[src/rtl/psw_pkg.sv]
// Shared types for the status word unit.
// Assumes: condition flags packed with carry in the lowest bit.
package psw_pkg;
    typedef struct packed {
        logic equal;
        logic ovf;
        logic sign;
        logic zero;
        logic carry;
    } cond_flags_t;

    localparam int FLAG_BITS = $bits(cond_flags_t);
    localparam int WORD_W    = 8;
endpackage

[src/rtl/psw_flag_gen.sv]
// Condition flag generator: registers sign, zero, carry, overflow and equal
// from each valid ALU result and keeps the previous result for the equal test.
// Assumes: res_carry/res_ovf are aligned with res_value in the same cycle.
module psw_flag_gen #(
    parameter int DATA_W = 16
) (
    input  logic                      clk,
    input  logic                      rst_n,
    input  logic                      res_valid,
    input  logic [DATA_W-1:0]         res_value,
    input  logic                      res_carry,
    input  logic                      res_ovf,
    output psw_pkg::cond_flags_t      flags
);
    localparam int MSB = DATA_W - 1;

    logic [DATA_W-1:0]    prev_res;
    logic                 prev_seen;
    psw_pkg::cond_flags_t next_flags;

    // Form the flag set the current result would produce.
    always_comb begin
        next_flags.sign  = res_value[MSB];
        next_flags.zero  = (res_value == '0);
        next_flags.carry = res_carry;
        next_flags.ovf   = res_ovf;
        next_flags.equal = prev_seen && (res_value == prev_res);
    end

    // Capture flags and result history on each valid result.
    always_ff @(posedge clk) begin
        if (!rst_n) begin
            flags     <= '0;
            prev_res  <= '0;
            prev_seen <= 1'b0;
        end else if (res_valid) begin
            flags     <= next_flags;
            prev_res  <= res_value;
            prev_seen <= 1'b1;
        end
    end

    AST_SIGN_TRACKS_MSB: assert property (@(posedge clk) disable iff (!rst_n)
        res_valid |=> flags.sign == $past(res_value[MSB]));
    AST_ZERO_NOT_NEG: assert property (@(posedge clk) disable iff (!rst_n)
        flags.zero |-> !flags.sign);
    AST_CARRY_COPIED: assert property (@(posedge clk) disable iff (!rst_n)
        res_valid |=> flags.carry == $past(res_carry) && flags.ovf == $past(res_ovf));
    AST_FLAGS_HOLD: assert property (@(posedge clk) disable iff (!rst_n)
        !res_valid |=> $stable(flags));
endmodule

[src/rtl/psw_mode_ctrl.sv]
// Control bit keeper: interrupt enable and supervisor mode, one saved copy
// for interrupt nesting depth one, and the privileged write guard.
// Assumes: event priority irq_enter > irq_return > priv_wr.
module psw_mode_ctrl (
    input  logic       clk,
    input  logic       rst_n,
    input  logic       priv_wr,
    input  logic [1:0] priv_wdata,
    input  logic       irq_enter,
    input  logic       irq_return,
    output logic       int_en,
    output logic       sup_mode,
    output logic       priv_violation
);
    logic saved_ie;
    logic saved_sup;
    logic irq_event;
    logic refused;

    // Decode whether an event is present and whether a write is refused.
    always_comb begin
        irq_event = irq_enter || irq_return;
        refused   = priv_wr && !sup_mode && !irq_event;
    end

    // Update the control pair in priority order.
    always_ff @(posedge clk) begin
        if (!rst_n) begin
            int_en    <= 1'b0;
            sup_mode  <= 1'b1;
            saved_ie  <= 1'b0;
            saved_sup <= 1'b1;
        end else if (irq_enter) begin
            saved_ie  <= int_en;
            saved_sup <= sup_mode;
            int_en    <= 1'b0;
            sup_mode  <= 1'b1;
        end else if (irq_return) begin
            int_en    <= saved_ie;
            sup_mode  <= saved_sup;
        end else if (priv_wr && sup_mode) begin
            int_en    <= priv_wdata[0];
            sup_mode  <= priv_wdata[1];
        end
    end

    // Register the violation pulse for a refused write.
    always_ff @(posedge clk) begin
        if (!rst_n) priv_violation <= 1'b0;
        else        priv_violation <= refused;
    end

    AST_USER_WRITE_IGNORED: assert property (@(posedge clk) disable iff (!rst_n)
        priv_wr && !sup_mode && !irq_enter && !irq_return
        |=> $stable(int_en) && $stable(sup_mode) && priv_violation);
    AST_ENTER_MASKS: assert property (@(posedge clk) disable iff (!rst_n)
        irq_enter |=> sup_mode && !int_en);
    AST_EVENT_NO_VIOLATION: assert property (@(posedge clk) disable iff (!rst_n)
        (irq_enter || irq_return) |=> !priv_violation);
endmodule

[src/rtl/psw_unit.sv]
// Status word unit top: joins the flag generator and control bit keeper
// and packs the word (bit 7 reads 0).
// Assumes: single clock, synchronous active-low reset.
module psw_unit #(
    parameter int DATA_W = 16
) (
    input  logic              clk,
    input  logic              rst_n,
    input  logic              res_valid,
    input  logic [DATA_W-1:0] res_value,
    input  logic              res_carry,
    input  logic              res_ovf,
    input  logic              priv_wr,
    input  logic [1:0]        priv_wdata,
    input  logic              irq_enter,
    input  logic              irq_return,
    output logic [7:0]        status_word,
    output logic              flag_sign,
    output logic              flag_zero,
    output logic              flag_carry,
    output logic              flag_ovf,
    output logic              flag_equal,
    output logic              int_en,
    output logic              sup_mode,
    output logic              priv_violation
);
    psw_pkg::cond_flags_t flags;

    psw_flag_gen #(.DATA_W(DATA_W)) u_flags (
        .clk       (clk),
        .rst_n     (rst_n),
        .res_valid (res_valid),
        .res_value (res_value),
        .res_carry (res_carry),
        .res_ovf   (res_ovf),
        .flags     (flags)
    );

    psw_mode_ctrl u_mode (
        .clk            (clk),
        .rst_n          (rst_n),
        .priv_wr        (priv_wr),
        .priv_wdata     (priv_wdata),
        .irq_enter      (irq_enter),
        .irq_return     (irq_return),
        .int_en         (int_en),
        .sup_mode       (sup_mode),
        .priv_violation (priv_violation)
    );

    // Pack the word and fan out the individual flag pins.
    always_comb begin
        status_word = {1'b0, sup_mode, int_en, flags};
        flag_sign   = flags.sign;
        flag_zero   = flags.zero;
        flag_carry  = flags.carry;
        flag_ovf    = flags.ovf;
        flag_equal  = flags.equal;
    end

    AST_PRIV_WRITE_KEEPS_FLAGS: assert property (@(posedge clk) disable iff (!rst_n)
        priv_wr && !res_valid |=> $stable(status_word[4:0]));
endmodule

[config.mk]
export PLATFORM = sky130hd
export DESIGN_NAME = psw_unit
export DESIGN_NICKNAME = d
export VERILOG_FILES = /design/src/rtl/psw_pkg.sv /design/src/rtl/psw_flag_gen.sv /design/src/rtl/psw_mode_ctrl.sv /design/src/rtl/psw_unit.sv
export SDC_FILE = /design/constraint.sdc
export NUM_CORES = 1
export LEC_CHECK = 0
export BUFFER_PORTS_ARGS = -buffer_cell sky130_fd_sc_hd__buf_2
export CAP_MARGIN = 20
export CORE_MARGIN = 5
export CORE_UTILIZATION = 44
export CTS_CLUSTER_SIZE = 8
export DETAILED_ROUTE_END_ITERATION = 12
export PLACE_DENSITY = 0.74
export SLEW_MARGIN = 10
export SYNTH_ARGS = -nofsm -noshare
export SYNTH_HDL_FRONTEND = slang
export SYNTH_SLANG_ARGS = --single-unit
[constraint.sdc]
create_clock -name clk -period 1.2 [get_ports clk]
set_input_delay 0.06 -clock clk [delete_from_list [all_inputs] [get_ports clk]]
set_output_delay 0.06 -clock clk [all_outputs]
set_load 0.1 [all_outputs]
== Yosys cells after proc, flatten, opt, wreduce, memory -nomap -nowiden ==
Cells that the tools add are included.

* Register bits: 27
* Bits of input ports: 26
* Output and inout port bits: 16
* Logic and storage cells: 28

* Equality and inequality tests: 1
* Muxes and demuxes: 4
* Bitwise operators: 1
* Reduce and logical (&&, ||, !) cells: 10

{| class="wikitable"
|+ Operators with widths
! cell !! number
|-
| $eq A16 B16 Y1 || 1
|-
| $logic_not A16 Y1 || 1
|-
| $logic_and A1 B1 Y1 || 4
|-
| $mux W1 || 4
|-
| $logic_not A1 Y1 || 2
|-
| $reduce_bool A2 Y1 || 1
|-
| $reduce_or A2 Y1 || 1
|-
| $logic_or A1 B1 Y1 || 1
|-
| $not A1 Y1 || 1
|}

== Depth between registers and ports, before layout ==
* Depth after elaboration: 3
* Depth in mapped cells: 5
* Depth with buffers taken out: 4

== Modules after synthesis ==
From an unflattened synthesis, not the netlist that was laid out.

* Cell total of the unflattened synthesis: 123
* Area total of the unflattened synthesis: 1285.0 sq um

{| class="wikitable"
|+ Modules (own cells, without submodules)
! module !! instances !! cells each !! area an instance (sq um) !! seq. area each (sq um)
|-
| psw_flag_gen || 1 || 95 || 1006.0 || 420.4
|-
| psw_mode_ctrl || 1 || 19 || 215.2 || 100.1
|-
| psw_unit || 1 || 9 || 63.8 || 0.0
|}

== Least setup slack after synthesis ==
Ideal clock, no wire load.

* Path kind: register to register
* Start: register u_mode.sup_mode
* End: register u_mode.int_en
* Library setup time: 0.122 ns
* Arrival: 1.519 ns
* Data required time: 1.078 ns
* Slack: -0.441 ns
* Cell stages (with the launch flop): 4
* Path buffers: 0
* Clock period less this slack: 1.641 ns
* Cell sequence: dfxtp_1 a21boi_0 a311oi_1 nor3_1

* Cells in the longest elaborated chain, start to end: 2

{| class="wikitable"
|+ RTL lines
! element !! line !! RTL
|-
| start: declaration || psw_mode_ctrl.sv:12 || <nowiki>output logic sup_mode,</nowiki>
|-
| start signal: assignment || psw_mode_ctrl.sv:40 || <nowiki>sup_mode <= saved_sup;</nowiki>
|-
| start signal: assignment || psw_mode_ctrl.sv:43 || <nowiki>sup_mode <= priv_wdata[1];</nowiki>
|-
| $logic_and A1 B1 Y1 || psw_mode_ctrl.sv:41 || <nowiki>end else if (priv_wr && sup_mode) begin</nowiki>
|-
| $reduce_bool A2 Y1 (no line) || - ||
|-
| end signal: assignment || psw_mode_ctrl.sv:39 || <nowiki>int_en <= saved_ie;</nowiki>
|-
| end signal: assignment || psw_mode_ctrl.sv:42 || <nowiki>int_en <= priv_wdata[0];</nowiki>
|-
| end: declaration || psw_mode_ctrl.sv:11 || <nowiki>output logic int_en,</nowiki>
|}

Every way passes these cells.
A chain may end at the register's enable or synchronous reset.

== Final worst setup path ==
* Start: register u_flags.prev_res[3]
* End: register u_flags.flags[4] (netlist name)

* Cells in the longest elaborated chain, start to end: 2

{| class="wikitable"
|+ RTL lines
! element !! line !! RTL
|-
| start: declaration || psw_flag_gen.sv:17 || <nowiki>logic [DATA_W-1:0] prev_res;</nowiki>
|-
| start signal: assignment || psw_flag_gen.sv:38 || <nowiki>prev_res <= res_value;</nowiki>
|-
| $eq A16 B16 Y1 || psw_flag_gen.sv:27 || <nowiki>next_flags.equal = prev_seen && (res_value == prev_res);</nowiki>
|-
| $logic_and A1 B1 Y1 || psw_flag_gen.sv:27 ||
|}

Every way passes these cells.

==> results.md <==
* Final clock period utilization by the worst path at 107%
* Layout cells sized above 1 at between 30% and 40%
* Clock transition at the register clock pins on the worst setup and hold paths after CTS at 0.15 ns
* Number of antenna-violating nets in the routed design at 0
* I/O Buffers at 40
* Core Area at 2730 sq um
* Mean post-synth cell area at 10.2 sq um
* Peak supply drop at 0.829 mV
* Clock latency on the worst-skew pair at 0.32 ns
* HPWL after detailed placement at 1910 microns
* Cts bufs inserted at 3
* Die area at 4010 sq um
* Global-route layer with the greatest usage: met2
* Hold-critical path depth at 3
* Clock tree sinks at 26
* Count of routing violations after the opening detailed-route iteration at 31
* Placed standard-cell area at around 1400 sq um
* Summed negative setup slack over all endpoints at -0.0853 ns
* Floorplan die width at 63.3 microns
* Layout Nets at approximately 190
* Synthesized flop and latch total at 26
* H-Tree Depth at 1
* RSZ-0062 raised after global routing: yes
* Data arrival time of the worst path at 1.54 ns
* Destination of the worst register-to-register timing path: u_flags.flags[4]
* Pin count of the biggest net entering global routing at 25
* R2R Setup Slk at -0.09 ns
* Number of hold violations in the final report at 0
* Setup clock skew after layout at 0.0124 ns
* Overall routing resource usage at 12.8%
* Number of synthesized flops with an enable pin at 0
* Master cell of the clock root buffer: clkbuf_4
* Number of instances in the synthesized netlist at between 100 and 150
* Drc violations at 0
* Total routed wirelength at about 2600 microns
* Worst-case clock buffer depth at 2
* Placer Congestion at 0.768
* Cell variety after synth at 26
* Result of the run: complete, but fails checks
* Share of the yosys chip area belonging to registers at 41.6%
* Via density at about 4.9
* Hold Path Sink: u_mode.sup_mode
* Count of pins on the block boundary at 42
* Synth-to-Final Area Change at 27.3%
* Top library cells by usage in the layout, fill and taps aside: buf_2 (26), nor2b_1 (21), mux2i_1 (20)
* Final worst slack at -0.0853 ns
* Synthesized net count at 149
* Area of the mapped netlist at 1250 sq um
* Leakage dissipation at 0.682 nW
* Worst Path Class, Setup: flip-flop to flip-flop
* Fin. max-slew vios at 0
* Inserted Diodes at 0
* Final standard cell count with taps included and fillers excluded at between 150 and 200
* Final non-filler cell area at 1590 sq um
* Crit-path max FO at 2
* TritonCTS clock tree: done
* Cells on worst reg2reg path at 4
* Placed cells at 184
* Max-capacitance violation count at 0
* Critical Path Sink Type: flip-flop
* Vias in the first global route at 946
* Vias after detailed routing at 951
* First-pass iteration count of the detailed router at 4
* Average routed wire per standard cell at 13.6 microns
* Endpoints failing setup at 1
* Ys async rst share at 0%
* Ys Warns at 0
* Power per standard cell area at 1240 nW/um^2
* Biggest area consumer among synthesized cells: dfxtp_1
* Post-synth top flop: dfxtp_1
* Class of the most critical hold timing path: input port to flip-flop
* Post-layout min period at 1.29 ns
* Gr ovfl total at 0
* Violated checks: setup timing
* Most common cell after layout, fill and taps aside: buf_2
* M3 GR Usage at 3.37%
* Share of the synthesized area in the top cell type at between 40% and 50%
* Startpoint of the lowest-slack hold path: priv_wdata[1]
* Setup bufs post-CTS at 0
* Reg-to-reg startpoint: u_flags.prev_res[3]
* FP Rows at 19
* First-pass GRT wire length at 4180 microns
* Max Freq at 778 MHz
* Critical path launch point type: flip-flop
* Required @ worst endpoint at roughly 1.5 ns
* Dominant cells by area after synthesis: dfxtp_1 (42%), mux2i_1 (16%), xnor2_1 (11%), nor2b_1 (11%), buf_4 (6.0%)
* Initial cell density of the core at 45.7%
* Initial antenna violation count at 0
* Die span in y at 63.3 microns
* Global-route track usage on met1 at 16.6%
* Met2 demand-to-capacity share in global routing at roughly 20%
-- flip-flops by register name, summed over array words and instances, names as in the netlist --
name	cells
u_flags.flags	5
u_flags.prev_res	15
u_flags.prev_seen	1
u_mode.int_en	1
u_mode.priv_violation	1
u_mode.saved_ie	1
u_mode.saved_sup	1
u_mode.sup_mode	1
-- critical path, stage by stage, from the launching register on --
cell	delay (ns)
dfxtp_1	0.38
xnor2_1	0.12
nand4_1	0.09
or4_1	0.52
o21ai_1	0.11
-- cells in the mapped netlist (all sizes together), types with 2 or more instances --
| cell | number |
|---|---|
| xnor2 | 16 |
| nand4 | 5 |
| mux2i | 20 |
| nor4 | 4 |
| buf | 12 |
| nor2b | 21 |
| dfxtp | 26 |
| o21a | 2 |
| o21ai | 3 |
-- power breakdown --
part | total (mW) | internal (mW) | leakage [nW] | switching, mW
combinational | 0.426 | 0.168 | 0.437 | 0.258
sequential | 0.941 | 0.909 | 0.218 | 0.0316
clock | 0.600 | 0.338 | 0.0279 | 0.263
total | 1.97 | 1.42 | 0.682 | 0.553
-- timing repair --
action / 4_1_cts / 5_1_grt
endpoints found under the setup margin: 5 / 11
pin swaps: 5 / 1
hold buffers: 5 / 0
resized for setup: 8 / 13
hold endpoints to repair: 5 / 0
-- area by class of cell --
class / count / area (sq um)
Clock buffer: 3 / 22.5
Clock inverter: 1 / 30.0
Fill cell: 245 / 1140
Inverter: 1 / 3.75
Multi-Input combinational cell: 83 / 653
Sequential cell: 26 / 536
Tap cell: 31 / 38.8
Timing Repair Buffer: 48 / 308
-- metrics by stage --
step	setup slack, ns	utilization, %	hold slack (ns)	power (mW)
floorplan	-0.0745	-	0.137	1.26
global placement	-0.0407	52.2	0.284	1.34
detailed placement	-0.0796	52.2	0.289	1.35
CTS	-0.0889	56.7	0.0166	1.96
global route	-0.131	58.2	0.0379	2.05
finish	-0.0853	58.2	0.0135	1.97
-- cells by family after synthesis --
| logic type | after synthesis | share of synthesized area (%) |
|---|---|---|
| buffers and inverters | 14 | 7.91 |
| multiplexers | 20 | 16.0 |
| other | 1 | 0.300 |
| XOR/XNOR | 16 | 11.2 |
| flip-flops | 26 | 41.6 |
| AO/OA/AOI/OAI | 8 | 4.10 |
| AND/OR/NAND/NOR | 38 | 18.8 |
-- how the worst max path moves through the flow --
stage                                     from          endpoint  slack [ns]  cells past startpoint
after global placement     u_flags.prev_res[3]  u_flags.flags[4]       -0.04                      4
after CTS                 u_flags.prev_res[11]  u_flags.flags[4]       -0.09                      4
final                      u_flags.prev_res[3]  u_flags.flags[4]       -0.09                      4
after floorplan                u_mode.sup_mode     u_mode.int_en       -0.07                      3
after global routing       u_flags.prev_res[0]  u_flags.flags[4]       -0.13                      4
after detailed placement  u_flags.prev_res[11]  u_flags.flags[4]       -0.08                      4
-- metal layers --
layer | part of all wire, % | vias up
li1 | - | 489
met3 | 4.7 | 0
met5 | 0 | -
met2 | 50 | 21
met1 | 45 | 441
met4 | 0 | 0
No activity file was read; power rests on OpenSTA's default activity.
